===== src/rtl/composite_pwm_gen.sv =====
`timescale 1ns/1ps
module composite_pwm_gen #(
  parameter int CNT_W = 8,
  parameter int ACC_W = 16,
  parameter int AMP_W = 8
) (
  input  logic               clk,
  input  logic               rst_n,
  input  logic               en,
  input  logic [CNT_W-1:0]   period_i,
  input  logic [CNT_W:0]     level_i,
  input  logic [AMP_W-1:0]   amp_pos_i,
  input  logic [AMP_W-1:0]   amp_neg_i,
  input  logic [ACC_W-1:0]   step_i,
  input  logic               invert_i,
  output logic               pwm_o,
  output logic               period_end_o
);
  localparam int TBL_AW = 6;
  localparam int DUTY_W = CNT_W + 1;
  localparam int MW     = DUTY_W + AMP_W + 10;

  function automatic logic signed [7:0] quarter(input logic [4:0] j);
    case (j)
      5'd0:  quarter = 8'sd0;
      5'd1:  quarter = 8'sd12;
      5'd2:  quarter = 8'sd25;
      5'd3:  quarter = 8'sd37;
      5'd4:  quarter = 8'sd49;
      5'd5:  quarter = 8'sd60;
      5'd6:  quarter = 8'sd71;
      5'd7:  quarter = 8'sd81;
      5'd8:  quarter = 8'sd90;
      5'd9:  quarter = 8'sd98;
      5'd10: quarter = 8'sd106;
      5'd11: quarter = 8'sd112;
      5'd12: quarter = 8'sd117;
      5'd13: quarter = 8'sd122;
      5'd14: quarter = 8'sd125;
      5'd15: quarter = 8'sd126;
      default: quarter = 8'sd127;
    endcase
  endfunction

  function automatic logic signed [7:0] sine_at(input logic [TBL_AW-1:0] a);
    logic [4:0] j;
    logic signed [7:0] m;
    j = a[4] ? 5'd16 - {1'b0, a[3:0]} : {1'b0, a[3:0]};
    m = quarter(j);
    sine_at = a[5] ? -m : m;
  endfunction

  logic [CNT_W-1:0]  cnt;
  logic              down;
  logic [ACC_W-1:0]  phase;
  logic [DUTY_W-1:0] duty_q;
  logic [DUTY_W-1:0] duty_nx;
  logic [ACC_W-1:0]  phase_nx;
  logic signed [7:0] samp;
  logic [AMP_W-1:0]  amp;
  logic signed [MW-1:0] prod, scaled, sum, full;
  logic period_end, load, active;

  assign period_end = en & down & (cnt <= CNT_W'(1));
  assign load       = ~en | period_end;
  assign phase_nx   = period_end ? phase + step_i : phase;
  assign samp       = sine_at(phase_nx[ACC_W-1 -: TBL_AW]);
  assign amp        = samp[7] ? amp_neg_i : amp_pos_i;

  always_comb begin
    prod   = MW'(samp) * MW'($signed({1'b0, amp}));
    scaled = prod / MW'(127);
    sum    = MW'($signed({1'b0, level_i})) + scaled;
    full   = MW'($signed({1'b0, period_i, 1'b0}));
    if (sum < 0)         duty_nx = '0;
    else if (sum > full) duty_nx = full[DUTY_W-1:0];
    else                 duty_nx = sum[DUTY_W-1:0];
  end

  always_ff @(posedge clk or negedge rst_n) begin
    if (!rst_n) begin
      cnt  <= '0;
      down <= 1'b0;
    end else if (!en) begin
      cnt  <= '0;
      down <= 1'b0;
    end else if (!down) begin
      cnt <= cnt + CNT_W'(1);
      if ({1'b0, cnt} + DUTY_W'(1) >= {1'b0, period_i}) down <= 1'b1;
    end else if (cnt <= CNT_W'(1)) begin
      cnt  <= '0;
      down <= 1'b0;
    end else begin
      cnt <= cnt - CNT_W'(1);
    end
  end

  always_ff @(posedge clk or negedge rst_n) begin
    if (!rst_n) begin
      phase  <= '0;
      duty_q <= '0;
    end else begin
      phase <= phase_nx;
      if (load) duty_q <= duty_nx;
    end
  end

  assign active       = down ? ({cnt, 1'b0} <= duty_q) : ({cnt, 1'b0} < duty_q);
  assign pwm_o        = (en & active) ^ invert_i;
  assign period_end_o = period_end;

  // an enabled up-count that reaches the top turns downward
  p_turn_r1: assert property (@(posedge clk) disable iff (!rst_n)
    (en && !down && ({1'b0, cnt} + DUTY_W'(1) >= {1'b0, period_i})) |=> down);

  // duty register moves only at a period boundary or while idle
  p_duty_hold_r7: assert property (@(posedge clk) disable iff (!rst_n)
    (en && $past(en) && !$past(period_end_o)) |-> $stable(duty_q));

  // a loaded duty never exceeds full scale
  p_clamp_r6: assert property (@(posedge clk) disable iff (!rst_n)
    ($past(load) && $stable(period_i)) |-> (duty_q <= {period_i, 1'b0}));

  // idle output is inactive and silent
  p_idle_r9: assert property (@(posedge clk) disable iff (!rst_n)
    !en |-> (pwm_o == invert_i && !period_end_o));

  // the strobe lasts a single cycle
  p_strobe_r10: assert property (@(posedge clk) disable iff (!rst_n)
    period_end_o |=> !period_end_o);
endmodule


===== config.mk =====
export PLATFORM = sky130hd
export DESIGN_NAME = composite_pwm_gen
export DESIGN_NICKNAME = d
export VERILOG_FILES = /design/src/rtl/composite_pwm_gen.sv
export SDC_FILE = /design/constraint.sdc
export NUM_CORES = 1
export LEC_CHECK = 0
export BUFFER_PORTS_ARGS = -buffer_cell sky130_fd_sc_hd__buf_2
export CORE_MARGIN = 3
export CORE_UTILIZATION = 47
export DETAILED_ROUTE_END_ITERATION = 16
export GPL_ROUTABILITY_DRIVEN = 0
export PLACE_DENSITY_LB_ADDON = 0.2
export SYNTH_ARGS = -nofsm -noshare
export SYNTH_HDL_FRONTEND = slang
export SYNTH_SLANG_ARGS = --single-unit

===== constraint.sdc =====
create_clock -name clk -period 28.2 [get_ports clk]
set_clock_uncertainty 0.15 [all_clocks]
set_input_delay 1.41 -clock clk [delete_from_list [all_inputs] [get_ports clk]]
set_output_delay 1.41 -clock clk [all_outputs]
set_load 0.03 [all_outputs]

==> results_dict.tcl <==
set metrics [dict create \
    synth_cell_types 120 \
    stdcell_count 1638 \
    wirelength_um 28200 \
    hold_viol 0 \
    pin_count 55 \
    cts_buffer_depth 2 \
    grt_max_degree 42 \
    cts_hold_buf 0 \
    hp-start "phase[9]" \
    final_common_cell "nor2_1" \
    synth_edf_count 0 \
    dpl-instance-area_um2 10800 \
    reg2reg_depth 85 \
    outcome "completed" \
    cts_buffers 5 \
    crit_fanout 20 \
    dp_hpwl_um 23000 \
    synthesis.area_um2 10400 \
    fin_area_um2 10900 \
    start_kind "primary input" \
    async_flop_share 1.00 \
    drt-wirelength-per-cell_um 17.2 \
    postSynthCellCount 1337 \
    clk_latency_ns 0.28 \
    synth_top_area_share 0.121 \
    area_growth_pct 4.95 \
    hold_end "phase[9]" \
    placementRows 53 \
    drive_above_1_share 0.123 \
    report.final.slew_viol_count 0 \
    start_util 0.486 \
    arrival_ns 24.20 \
    ys_seq_area_frac 0.0817 \
    drtPass1Iterations 5 \
    synthTopCellsByArea "ha_1 12%, dfrtp_1 8.2%, fa_1 7.5%" \
    end_kind "register" \
    post_cts_buffers 0 \
    cts_root_buf "clkbuf_16" \
    fmax_mhz 41.3 \
    hold_path_class "reg -> reg" \
    hold_ws_ns 0.325 \
    dieHeight_um 155 \
    synth_top_cell_by_area "ha_1" \
    vias 10184 \
    finalSetupViolations 0 \
    clock_sinks 34 \
    grt-ovfl-total 0 \
    grt_pass1_wl_um 48100 \
    worstSetupPathType "in -> reg" \
    cpMostUsedCell "inv_1" \
    cp.required_ns 28.18 \
    clk_pin_slew_worst_paths_ns 0.05 \
    syn_avg_cell_area_um2 7.79 \
    post-route-drc-count 0 \
    drt_iter0_drc 799 \
    die_w_um 155 \
    h-tree-depth 2 \
    ant_nets 0 \
    via_per_inst 6.22 \
    yosysWarnings 0 \
    mostFrequentLayoutCells "142 x nor2_1, 112 x inv_1, 101 x ha_1" \
    fin_setup_tns_ns 0 \
    ys.flop_type "dfrtp_1" \
    grt_pass1_vias 9771 \
    synth_fp_nets 1530 \
    core_um2 21400 \
    slew_headroom 0.290 \
    crit_path_max_incr_delay_ns 0.85 \
    cts_tree "done" \
    r2r_slack_ns 4.34 \
    holdPathStages 2 \
    cp_slowest_cell "a2111oi_0" \
    finalCritPeriodShare 0.859 \
    dp.cells 1631 \
    r2r_start "cnt[1]" \
    nets 1556 \
    ctsResizeCount 0 \
    r2r_end "duty_q[4]" \
    diodes 0 \
    worst_pin_slew_ns 1.06 \
    maxCapViolCount 0 \
    dieArea_um2 24000 \
    grt_antenna_before_repair 0 \
    rsz0062_at_grt "false" \
    numPortBuffers 54 \
    grt.total_usage 0.234 \
    synth_seq_cells 34 \
    fin_crit_ns 24.22 \
]
[layout make-up]
cell class,instances,area (um2)
Tap cell,275,344
Timing Repair Buffer,55,278
Clock buffer,5,125
Clock inverter,2,10.0
Fill cell,2087,10500
Multi-Input combinational cell,1152,8880
Sequential cell,34,851
Inverter,115,439
[cell usage after synthesis, types with 18 or more instances]
cell,count
nor2_1,142
and2_1,18
nand2_1,90
nand3_1,30
fa_1,39
inv_1,112
nor3_1,33
and3_1,20
a211oi_1,19
xor2_1,35
o21ai_0,60
a21oi_1,78
o211ai_1,19
a31oi_1,20
a21o_1,18
mux2i_1,31
nand4_1,23
ha_1,101
dfrtp_1,34
xnor2_1,54
[critical path, delay by kind of cell]
family | cells | cell delay (ns)
xor gates and xnor gates | 3 | 0.92
muxes | 3 | 1.52
buffers and inverters | 10 | 1.01
AOI/OAI and AO/OA | 36 | 9.35
adders and majority gates | 13 | 5.25
and+or+nand+nor | 18 | 4.77
[registers in the layout (all words and copies together), names as in the netlist]
signal  cells
duty_q      9
down        1
cnt         8
phase      16
[through the flow]
stage	setup slack, ns	util
2_1_floorplan	7.35	-
5_1_grt	2.00	0.510
3_3_place_gp	4.23	0.504
4_1_cts	4.06	0.510
3_5_place_dp	3.82	0.504
6_report	3.98	0.510
[kinds of logic after synthesis]
| group | Yosys count | share of synthesized area |
|---|---|---|
| buffers and inverters | 151 | 0.0672 |
| flip-flops | 34 | 0.0817 |
| AO/OA/AOI/OAI | 393 | 0.288 |
| XOR/XNOR | 92 | 0.0796 |
| adder cells (fa/ha/maj) | 141 | 0.197 |
| multiplexers | 45 | 0.0453 |
| AND/OR/NAND/NOR | 481 | 0.241 |
[per-layer routing]
layer,share of wire,GRT usage,vias to the layer above
li1,-,-,4998
met1,0.45,0.313,4858
met2,0.50,0.420,302
met3,0.044,0.0137,26
met4,0.010,0.0442,0
met5,0,0,-
[how the worst max path moves through the flow]
stage | end | depth (start not counted) | from
after floorplan | duty_q[3] | 90 | step_i[7]
after global placement | duty_q[4] | 83 | step_i[4]
after detailed placement | duty_q[7] | 83 | step_i[7]
after CTS | duty_q[4] | 83 | step_i[7]
after global routing | duty_q[4] | 84 | step_i[4]
final | duty_q[4] | 83 | step_i[7]
Power is left out: the tool's default activity adds up to more than one toggle a clock period on the data nets, which glitch-free logic cannot reach.
